<file path="config.mk">
export PLATFORM = sky130hd
export DESIGN_NAME = sprog_ctrl
export DESIGN_NICKNAME = d
export VERILOG_FILES = /design/src/rtl/sprog_pkg.sv /design/src/rtl/sprog_sync.sv /design/src/rtl/sprog_mode.sv /design/src/rtl/sprog_mem.sv /design/src/rtl/sprog_engine.sv /design/src/rtl/sprog_ctrl.sv
export SDC_FILE = /design/constraint.sdc
export NUM_CORES = 2
export LEC_CHECK = 0
export ABC_AREA = 1
export ABC_CLOCK_PERIOD_IN_PS = 4320
export BUFFER_PORTS_ARGS = -buffer_cell sky130_fd_sc_hd__buf_2
export CORE_MARGIN = 10
export CORE_UTILIZATION = 55
export DETAILED_ROUTE_END_ITERATION = 6
export GPL_ROUTABILITY_DRIVEN = 0
export PLACE_DENSITY = 0.7
export SYNTH_ARGS = -nofsm -noshare
export SYNTH_HDL_FRONTEND = slang
export SYNTH_SLANG_ARGS = --single-unit
</file>
<file path="constraint.sdc">
create_clock -name clk -period 4.32 [get_ports clk]
set_input_delay 0.864 -clock clk [delete_from_list [all_inputs] [get_ports clk]]
set_output_delay 0.864 -clock clk [all_outputs]
set_load 0.02 [all_outputs]
</file>
<file path="src/rtl/sprog_pkg.sv">
package sprog_pkg;
   localparam int CMD_W = 6;
   localparam logic [CMD_W-1:0] CMD_LOAD_CFG  = 6'h00;
   localparam logic [CMD_W-1:0] CMD_LOAD_PROG = 6'h02;
   localparam logic [CMD_W-1:0] CMD_READ      = 6'h04;
   localparam logic [CMD_W-1:0] CMD_INC       = 6'h06;

   typedef enum logic [1:0] {MD_OFF, MD_HV, MD_LV} mode_e;
   typedef enum logic [1:0] {PH_CMD, PH_LOAD, PH_READ} phase_e;
endpackage

</file>
<file path="src/rtl/sprog_sync.sv">
module sprog_sync #(
   parameter int W      = 5,
   parameter int STAGES = 2
) (
   input  logic         clk,
   input  logic         rst_n,
   input  logic [W-1:0] d,
   output logic [W-1:0] q
);
   if (STAGES < 0) begin : g_bad_stages
      $error("sprog_sync: STAGES must not be negative");
   end

   if (STAGES == 0) begin : g_bypass
      assign q = d;
   end else begin : g_chain
      logic [W-1:0] pipe [STAGES];
      for (genvar s = 0; s < STAGES; s++) begin : g_stage
         always_ff @(posedge clk or negedge rst_n) begin
            if (!rst_n)      pipe[s] <= '0;
            else if (s == 0) pipe[s] <= d;
            else             pipe[s] <= pipe[(s == 0) ? 0 : s-1];
         end
      end
      assign q = pipe[STAGES-1];
   end
endmodule

</file>
<file path="src/rtl/sprog_mode.sv">
module sprog_mode
   import sprog_pkg::*;
(
   input  logic clk,
   input  logic rst_n,
   input  logic hv_s,
   input  logic pgm_s,
   input  logic lvp_en,
   output logic active,
   output logic pgm_clr
);
   mode_e st, st_nx;
   logic  pgm_q;

   always_comb begin
      st_nx = st;
      if (hv_s)                 st_nx = MD_HV;
      else if (st == MD_LV)     st_nx = (pgm_s && lvp_en) ? MD_LV : MD_OFF;
      else if (st == MD_OFF)    st_nx = (lvp_en && pgm_s && !pgm_q) ? MD_LV : MD_OFF;
      else                      st_nx = MD_OFF;
   end

   always_ff @(posedge clk or negedge rst_n) begin
      if (!rst_n) begin
         st    <= MD_OFF;
         pgm_q <= 1'b0;
      end else begin
         st    <= st_nx;
         pgm_q <= pgm_s;
      end
   end

   assign active  = (st != MD_OFF);
   assign pgm_clr = lvp_en && active && (pgm_s != pgm_q);

   p_hv_takes_over_r4: assert property (@(posedge clk) disable iff (!rst_n)
      hv_s |=> st == MD_HV);
   p_pgm_no_effect_r3: assert property (@(posedge clk) disable iff (!rst_n)
      (st == MD_OFF && !hv_s && !lvp_en) |=> st == MD_OFF);
   p_lv_exit_r12: assert property (@(posedge clk) disable iff (!rst_n)
      (st == MD_LV && !hv_s && !pgm_s) |=> st == MD_OFF);
endmodule

</file>
<file path="src/rtl/sprog_mem.sv">
module sprog_mem #(
   parameter int PC_W    = 14,
   parameter int WORD_W  = 14,
   parameter int PROG_AW = 6,
   parameter int CFG_AW  = 3
) (
   input  logic              clk,
   input  logic              rst_n,
   input  logic              wr_en,
   input  logic [PC_W-1:0]   wr_addr,
   input  logic [WORD_W-1:0] wr_data,
   input  logic [PC_W-1:0]   rd_addr,
   output logic [WORD_W-1:0] rd_data
);
   localparam int PROG_D = 1 << PROG_AW;
   localparam int CFG_D  = 1 << CFG_AW;

   if (PROG_AW >= PC_W-1 || CFG_AW >= PC_W-1) begin : g_bad_aw
      $error("sprog_mem: array address wider than the counter region");
   end

   logic [WORD_W-1:0] prog [PROG_D];
   logic [WORD_W-1:0] cfg  [CFG_D];

   always_ff @(posedge clk or negedge rst_n) begin
      if (!rst_n) begin
         for (int i = 0; i < PROG_D; i++) prog[i] <= '1;
         for (int i = 0; i < CFG_D; i++)  cfg[i]  <= '1;
      end else if (wr_en) begin
         if (wr_addr[PC_W-1]) cfg[wr_addr[CFG_AW-1:0]]   <= wr_data;
         else                 prog[wr_addr[PROG_AW-1:0]] <= wr_data;
      end
   end

   assign rd_data = rd_addr[PC_W-1] ? cfg[rd_addr[CFG_AW-1:0]]
                                    : prog[rd_addr[PROG_AW-1:0]];

   logic unused_addr_bits;
   assign unused_addr_bits = ^{wr_addr, rd_addr};
endmodule

</file>
<file path="src/rtl/sprog_engine.sv">
module sprog_engine
   import sprog_pkg::*;
#(
   parameter int PC_W   = 14,
   parameter int WORD_W = 14
) (
   input  logic              clk,
   input  logic              rst_n,
   input  logic              active,
   input  logic              pgm_clr,
   input  logic              sclk_s,
   input  logic              sdi_s,
   input  logic [WORD_W-1:0] rd_word,
   output logic [PC_W-1:0]   pc,
   output logic              wr_en,
   output logic [PC_W-1:0]   wr_addr,
   output logic [WORD_W-1:0] wr_data,
   output logic              sdo,
   output logic              sdo_oe
);
   localparam int XFER_W = WORD_W + 2;
   localparam int CNT_W  = $clog2(XFER_W);
   localparam logic [PC_W-1:0]  CFG_BASE = PC_W'(1) << (PC_W-1);
   localparam logic [CNT_W-1:0] CMD_LAST = CNT_W'(CMD_W-1);
   localparam logic [CNT_W-1:0] XFR_LAST = CNT_W'(XFER_W-1);

   if (CMD_W > XFER_W) begin : g_bad_cmd
      $error("sprog_engine: command longer than a data transfer");
   end

   phase_e            phase;
   logic [CNT_W-1:0]  cnt;
   logic [XFER_W-1:0] shreg, outreg, frame_now;
   logic [CMD_W-1:0]  cmd_now;
   logic              sclk_q, sc_fall, sc_rise;

   assign sc_fall   = sclk_q && !sclk_s;
   assign sc_rise   = !sclk_q && sclk_s;
   assign frame_now = {sdi_s, shreg[XFER_W-1:1]};
   assign cmd_now   = {sdi_s, shreg[XFER_W-1 -: CMD_W-1]};

   always_ff @(posedge clk or negedge rst_n) begin
      if (!rst_n) begin
         phase <= PH_CMD;  cnt <= '0;  pc <= '0;
         shreg <= '0;  outreg <= '0;  sclk_q <= 1'b0;
         wr_en <= 1'b0;  wr_addr <= '0;  wr_data <= '0;
         sdo <= 1'b0;  sdo_oe <= 1'b0;
      end else begin
         sclk_q <= sclk_s;
         wr_en  <= 1'b0;
         if (!active) begin
            phase <= PH_CMD;  cnt <= '0;  pc <= '0;
            sdo <= 1'b0;  sdo_oe <= 1'b0;
         end else begin
            if (pgm_clr) pc <= '0;
            if (sc_fall) begin
               shreg <= frame_now;
               unique case (phase)
                  PH_CMD: begin
                     if (cnt == CMD_LAST) begin
                        cnt <= '0;
                        case (cmd_now)
                           CMD_LOAD_CFG: begin
                              if (!pgm_clr) pc <= CFG_BASE;
                              phase <= PH_LOAD;
                           end
                           CMD_LOAD_PROG: phase <= PH_LOAD;
                           CMD_READ: begin
                              outreg <= {1'b0, rd_word, 1'b0};
                              phase  <= PH_READ;
                           end
                           CMD_INC: if (!pgm_clr) pc <= pc + 1'b1;
                           default: ;
                        endcase
                     end else cnt <= cnt + 1'b1;
                  end
                  PH_LOAD: begin
                     if (cnt == XFR_LAST) begin
                        cnt   <= '0;
                        phase <= PH_CMD;
                        if (!frame_now[0] && !frame_now[XFER_W-1]) begin
                           wr_en   <= 1'b1;
                           wr_addr <= pc;
                           wr_data <= frame_now[XFER_W-2:1];
                        end
                     end else cnt <= cnt + 1'b1;
                  end
                  default: begin
                     if (cnt == XFR_LAST) begin
                        cnt    <= '0;
                        phase  <= PH_CMD;
                        sdo    <= 1'b0;
                        sdo_oe <= 1'b0;
                     end else cnt <= cnt + 1'b1;
                  end
               endcase
            end else if (sc_rise && phase == PH_READ) begin
               sdo_oe <= 1'b1;
               sdo    <= outreg[cnt];
            end
         end
      end
   end

   p_oe_only_reading_r9: assert property (@(posedge clk) disable iff (!rst_n)
      sdo_oe |-> phase == PH_READ);
   p_pc_moves_legally_r7: assert property (@(posedge clk) disable iff (!rst_n)
      !$stable(pc) |-> (pc == '0 || pc == CFG_BASE || pc == $past(pc) + 1'b1));
   p_idle_pc_zero_r12: assert property (@(posedge clk) disable iff (!rst_n)
      !active |=> pc == '0);
   p_pgm_clears_r8: assert property (@(posedge clk) disable iff (!rst_n)
      pgm_clr |=> pc == '0);
endmodule

</file>
<file path="src/rtl/sprog_ctrl.sv">
module sprog_ctrl #(
   parameter int PC_W        = 14,
   parameter int WORD_W      = 14,
   parameter int PROG_AW     = 6,
   parameter int CFG_AW      = 3,
   parameter int SYNC_STAGES = 2
) (
   input  logic clk,
   input  logic rst_n,
   input  logic hv_flag,
   input  logic lvp_pin,
   input  logic lvp_cfg_en,
   input  logic sclk,
   input  logic sdi,
   output logic sdo,
   output logic sdo_oe,
   output logic core_hold
);
   logic [4:0]        raw_in, syn_in;
   logic              active, pgm_clr, wr_en;
   logic [PC_W-1:0]   pc, wr_addr;
   logic [WORD_W-1:0] wr_data, rd_word;

   assign raw_in = {hv_flag, lvp_pin, lvp_cfg_en, sclk, sdi};

   sprog_sync #(.W(5), .STAGES(SYNC_STAGES)) u_sync (
      .clk(clk), .rst_n(rst_n), .d(raw_in), .q(syn_in));

   sprog_mode u_mode (
      .clk(clk), .rst_n(rst_n), .hv_s(syn_in[4]), .pgm_s(syn_in[3]),
      .lvp_en(syn_in[2]), .active(active), .pgm_clr(pgm_clr));

   sprog_engine #(.PC_W(PC_W), .WORD_W(WORD_W)) u_engine (
      .clk(clk), .rst_n(rst_n), .active(active), .pgm_clr(pgm_clr),
      .sclk_s(syn_in[1]), .sdi_s(syn_in[0]), .rd_word(rd_word), .pc(pc),
      .wr_en(wr_en), .wr_addr(wr_addr), .wr_data(wr_data),
      .sdo(sdo), .sdo_oe(sdo_oe));

   sprog_mem #(.PC_W(PC_W), .WORD_W(WORD_W), .PROG_AW(PROG_AW), .CFG_AW(CFG_AW)) u_mem (
      .clk(clk), .rst_n(rst_n), .wr_en(wr_en), .wr_addr(wr_addr),
      .wr_data(wr_data), .rd_addr(pc), .rd_data(rd_word));

   assign core_hold = active;

   p_quiet_when_idle_r1: assert property (@(posedge clk) disable iff (!rst_n)
      !core_hold |-> !sdo_oe);
endmodule

</file>
# Word level (Yosys, flattened, before mapping)
# Cells that the tools add are included.
[totals] word_cells=197 register_bits=1103 in_bits=7 out_inout_bits=3
[classes] magnitude_cmp=7 n_mux=52 add_sub_neg=2 reduce_logical=28 eq_ne=16 bitwise=5
[ops] op="$bwmux 896" n=1
[ops] op="$mux 14" n=14
[ops] op="$bwmux 112" n=1
[ops] op="$bmux 14 s6" n=1
[ops] op="$demux 14 s6" n=1
[ops] op="$bmux 14 s3" n=1
[ops] op="$demux 14 s3" n=1
[ops] op="$pmux 14 s2" n=1
[ops] op="$mux 2" n=10
[ops] op="$mux 4" n=5
[ops] op="$ne 3x3->1 const B" n=5
[ops] op="$add 14x1->14 const B" n=1
[ops] op="$ge 7x7->1 const B" n=2
[ops] op="$mux 1" n=14
[ops] op="$not 6->7" n=2
[ops] op="$eq 6x3->1 const B" n=2
[ops] op="$logic_and 1x1->1" n=10
[ops] op="$reduce_and 5->1" n=2
[ops] op="$ge 4x4->1 const B" n=2
[ops] op="$not 3->4" n=2
[ops] op="$lt 7x1->1 const B" n=1
[ops] op="$eq 6x2->1 const B" n=1
[ops] op="$logic_not 6->1" n=1
[ops] op="$reduce_and 2->1" n=3
[ops] op="19 further kinds" n=26

# Logic depth before layout (Yosys ltp)
[logic_depth] depth_word=10 ltp_mapped=14 depth_no_buf=12

# Hierarchy
# Synthesis repeated with hierarchy kept, for this count alone.
[hier_totals] hier_cells=6202 area_unflattened_um2=51782.2
[modules_own_cells] mod="sprog_mem" n_inst=1 area_each_um2=47490.5 seq_area_each_um2=26485.4 cells_per_inst=5713
[modules_own_cells] mod="sprog_engine" n_inst=1 area_each_um2=3872.5 seq_area_each_um2=2026.9 cells_per_inst=457
[modules_own_cells] mod="sprog_sync" n_inst=1 area_each_um2=287.8 seq_area_each_um2=250.2 cells_per_inst=15
[modules_own_cells] mod="sprog_mode" n_inst=1 area_each_um2=131.4 seq_area_each_um2=75.1 cells_per_inst=17

# Least setup slack after synthesis
# No wires, ideal clock.
[synth_timing] kind="register to register" start="reg u_engine.cnt[1]" end="reg u_engine.outreg[13]" n_path_buf=1 setup_ps=121 arrival_ps=1878 period_less_slack_ps=2000 path_stages_with_launch=11 path_slack_ps=2320 path_cell_list="dfrtp_1 inv_1 ha_1 nand3_1 nor2_1 inv_1 nor3_2 buf_2 nand2_1 inv_1 a21oi_1"
[synth_via] elab_chain_len=2
[synth_rtl] element="from (decl)" line_no="sprog_engine.sv:32" source="logic [CNT_W-1:0] cnt;"
[synth_rtl] element="from (signal assigned)" line_no="sprog_engine.sv:75" source="end else cnt <= cnt + 1'b1;"
[synth_rtl] element="from (signal assigned)" line_no="sprog_engine.sv:86" source="end else cnt <= cnt + 1'b1;"
[synth_rtl] element="from (signal assigned)" line_no="sprog_engine.sv:94" source="end else cnt <= cnt + 1'b1;"
[synth_rtl] element="$eq 4x3->1" line_no="sprog_engine.sv:60" source="if (cnt == CMD_LAST) begin"
[synth_rtl] element="$reduce_and 5->1 (no source line)"
[synth_rtl] element="to (signal assigned)" line_no="sprog_engine.sv:69" source="outreg <= {1'b0, rd_word, 1'b0};"
[synth_rtl] element="to (decl)" line_no="sprog_engine.sv:33" source="logic [XFER_W-1:0] shreg, outreg, frame_now;"
# No other way between the ends.
# A chain may end at the register's enable or synchronous reset.

# Worst setup path after layout
[layout_timing] start="reg u_engine.pc[0]" end="reg u_engine.outreg[2]"
[layout_via] elab_chain_len=5
[layout_rtl] element="from (decl)" line_no="sprog_engine.sv:14" source="output logic [PC_W-1:0] pc,"
[layout_rtl] element="from (signal assigned)" line_no="sprog_engine.sv:72" source="CMD_INC: if (!pgm_clr) pc <= pc + 1'b1;"
[layout_rtl] element="$not 6->7 (not written as such) or $not 3->4 (tied branches)" line_no="sprog_mem.sv:36, sprog_mem.sv:35"
[layout_rtl] element="$bmux 14 s6 or $bmux 14 s3 (tied branches)" line_no="sprog_mem.sv:36, sprog_mem.sv:35"
[layout_rtl] element="$mux 14, on equally long branches (2 in a row)" line_no="sprog_mem.sv:36, sprog_mem.sv:35"
[layout_rtl] element="$mux 14 (*)" line_no="sprog_mem.sv:35" source="assign rd_data = rd_addr[PC_W-1] ? cfg[rd_addr[CFG_AW-1:0]]"
# Every way passes the cells marked *; elsewhere a longest branch is shown, timed or not. The select of a mux whose other input is x is not followed.

==> flow_metrics.py <==
metrics = {
    "status": {
        "status": "finished with violations",
        "violations": "DRC",
    },
    "timing": {
        "final.setup.tns_ns": 0,
        "fin_crit_ns": 3.40,
        "grt_setup_unrepaired": "no",
        "tightest_slew_ns": 1.18,
        "skew_ns": 0.0337,
        "slew_violations": 0,
        "setup_viol": 0,
        "finalHoldViolations": 0,
        "final.period_utilization": 0.786,
        "maxSlewHeadroom": 0.214,
        "max_freq_ghz": 0.295,
    },
    "synthesis": {
        "synth_cell_types": 42,
        "synth_edf_count": 0,
        "synth-main-ff-cell": "dfstp_2",
        "synth-async-reset-ratio": 1.00,
        "synthTopCellsByArea": "dfstp_2, nand2_1, o21ai_0",
        "synth_top_area_frac": 0.521,
        "ys_ff_latch": 1095,
        "post-synth-top-area-cell": "dfstp_2",
        "synth_common_cells": "nand2_1, dfstp_2, o21ai_0",
        "synth.most_common_cell": "nand2_1",
        "synthesis.nets": 6142,
        "synth_warnings": 0,
        "syn-cell-area_sq_um": 50800,
        "syn_inst": 6132,
        "syn_avg_cell_area_sq_um": 8.29,
        "ys_seq_area_frac": 0.564,
    },
    "floorplan": {
        "start_util": 0.554,
        "fp.coreArea_sq_um": 91700,
        "die_w_microns": 324,
        "dieArea_sq_um": 105000,
        "rows": 111,
        "die_y_microns": 324,
        "pin_count": 10,
    },
    "drt": {
        "dr.pass1.iters": 7,
        "drtIter0Drc": 5093,
        "vias_per_cell": 5.89,
        "ant_nets": 0,
        "wl_met3_mm": 12.7,
        "routed_wl_mm": 149,
        "route.met2.wl_mm": 66.4,
        "top_layer_used": "met4",
        "wl_per_cell_microns": 20.9,
        "vias": 42100,
        "met1_length_mm": 64.8,
        "drc": 3,
    },
    "grt": {
        "grt_pass1_vias": 39300,
        "grt_pass1_wl_mm": 235,
        "grt_max_degree": 185,
        "grt-ovfl-total": 0,
        "antenna_found_initial": 3,
        "grt_usage": 0.285,
    },
    "worst_setup_path": {
        "cp-start-kind": "flop",
        "path_class": "reg2reg",
        "worstPathArrival_ns": 4.03,
        "path_max_fanout": 136,
        "end_kind": "flop",
        "required_ns": 4.96,
    },
    "run": {
        "maxCapViolations": 0,
    },
    "place": {
        "dp_hpwl_mm": 87.7,
        "io_buffers": 9,
        "placed_cell_area_sq_um": 51400,
        "dp.cells": 6952,
    },
    "power": {
        "total_leakage_power_nw": 20.4,
        "powerDensity_nw_per_um2": 374,
        "total_power_mw": 20.6,
        "ir_drop_mv": 0.329,
    },
    "layout": {
        "stdcell_count": 7156,
        "antennaDiodeCount": 0,
        "drive_gt1_frac": 0.238,
        "fin_area_sq_um": 55100,
        "nets": 5890,
        "finish.utilization": 0.601,
        "syn2layout_area_growth_pct": 8.47,
    },
    "clock_tree": {
        "cts_tree": "yes",
        "clk_pin_slew_ns": 0.06,
        "holdBufCountCts": 0,
        "cts_made_buffers": 112,
        "clock_latency_ns": 0.71,
        "clockRootBuffer": "clkbuf_16",
        "ctsResizeCount": 0,
        "clk_path_buf_depth": 3,
        "cts_setup_buffers": 0,
        "cts_max_level": 3,
        "cts_sinks": 1095,
    },
    "min_path": {
        "min_path_type": "in2async",
    },
}
-- placed cells by master, fill, tap and decap left out, types with 37 or more instances in the layout --
master	netlist	layout
nand2_1	2357	2357
dfstp_2	1008	1008
o21ai_0	937	937
nand3_1	569	569
a21oi_1	166	166
o21ai_1	132	132
clkbuf_16	0	115
nor2_1	105	100
inv_1	114	97
dfrtp_1	87	84
buf_4	3	69
nand2_2	49	49
o21ai_2	37	37
-- metal layers --
layer | global-route usage | vias up
li1 | - | 19500
met5 | 0 | -
met4 | 0.102 | 0
met3 | 0.0569 | 327
met2 | 0.426 | 1732
met1 | 0.408 | 20600
-- metrics by stage --
stage	setup WS (ns)	hold WS (ns)
finish	0.925	0.150
CTS	1.07	0.118
floorplan	2.32	0.331
global route	0.831	0.150
detailed placement	1.09	0.337
global placement	1.06	0.332
-- area by class of cell --
cell class / instances / area (sq um)
multi-input cells: 4451 / 19800
repair buffers: 99 / 993
fillers: 8070 / 36500
clock inverters: 34 / 428
clock buffers: 170 / 3290
inverters: 121 / 470
well taps: 1186 / 1480
flip-flops and latches: 1095 / 28700
-- worst max-delay path, cell delays in order, from the launching register on --
cell	delay (ns)
dfrtp_4	0.68
inv_8	0.60
buf_12	0.33
buf_4	0.25
nand2_1	0.06
nand2_1	0.13
nand2_1	0.08
nand3_1	0.25
nand3_1	0.23
nand3_1	0.16
nand3_1	0.08
a21oi_1	0.14
-- path summary, 6_finish.rpt --
check / startpoint / endpoint / slack [ns] / cells past startpoint
max in group asynchronous: rst_n / u_mem.prog[193] / 3.02 / 2
worst min-delay path: rst_n / u_engine.wr_addr[4] / 0.15 / 1
worst max register to register: u_engine.pc[0] / u_engine.outreg[2] / 0.92 / 11
worst min register to register: u_sync.g_chain.pipe[9] / u_sync.q[4] / 0.35 / 0
worst max-delay path: u_engine.pc[0] / u_engine.outreg[2] / 0.92 / 11
min in group clk: sclk / u_sync.g_chain.pipe[6] / 0.25 / 1
-- registers in the layout, summed over array words and instances, names as in the netlist, 4 cells and up --
signal               count
u_sync.g_chain.pipe      5
u_sync.q                 5
u_engine.cnt             4
u_engine.pc             14
u_engine.outreg         14
u_engine.wr_addr         7
u_mem.cfg              112
u_mem.prog             896
u_engine.shreg          15
u_engine.wr_data        14
-- cell families (layout without fill, tap and decap cells) --
logic type,Yosys count,in the layout,share of synthesized area
flip-flops,1095,1095,0.564
buffers and inverters,586,424,0.0471
AND/OR/NAND/NOR,3127,3127,0.253
AO/OA/AOI/OAI,1317,1317,0.135
adder cells (fa/ha/maj),3,3,0.000739
XOR/XNOR,4,4,0.000690
-- where the power goes --
part / switching (mW) / internal (mW) / leakage [nW] / total [mW]
combinational: 0.312 / 0.0677 / 7.00 / 0.380
clock: 4.14 / 5.72 / 1.83 / 9.87
sequential: 0.0427 / 10.3 / 11.6 / 10.4
total: 4.50 / 16.1 / 20.4 / 20.6
No activity file was read; power rests on OpenSTA's default activity.
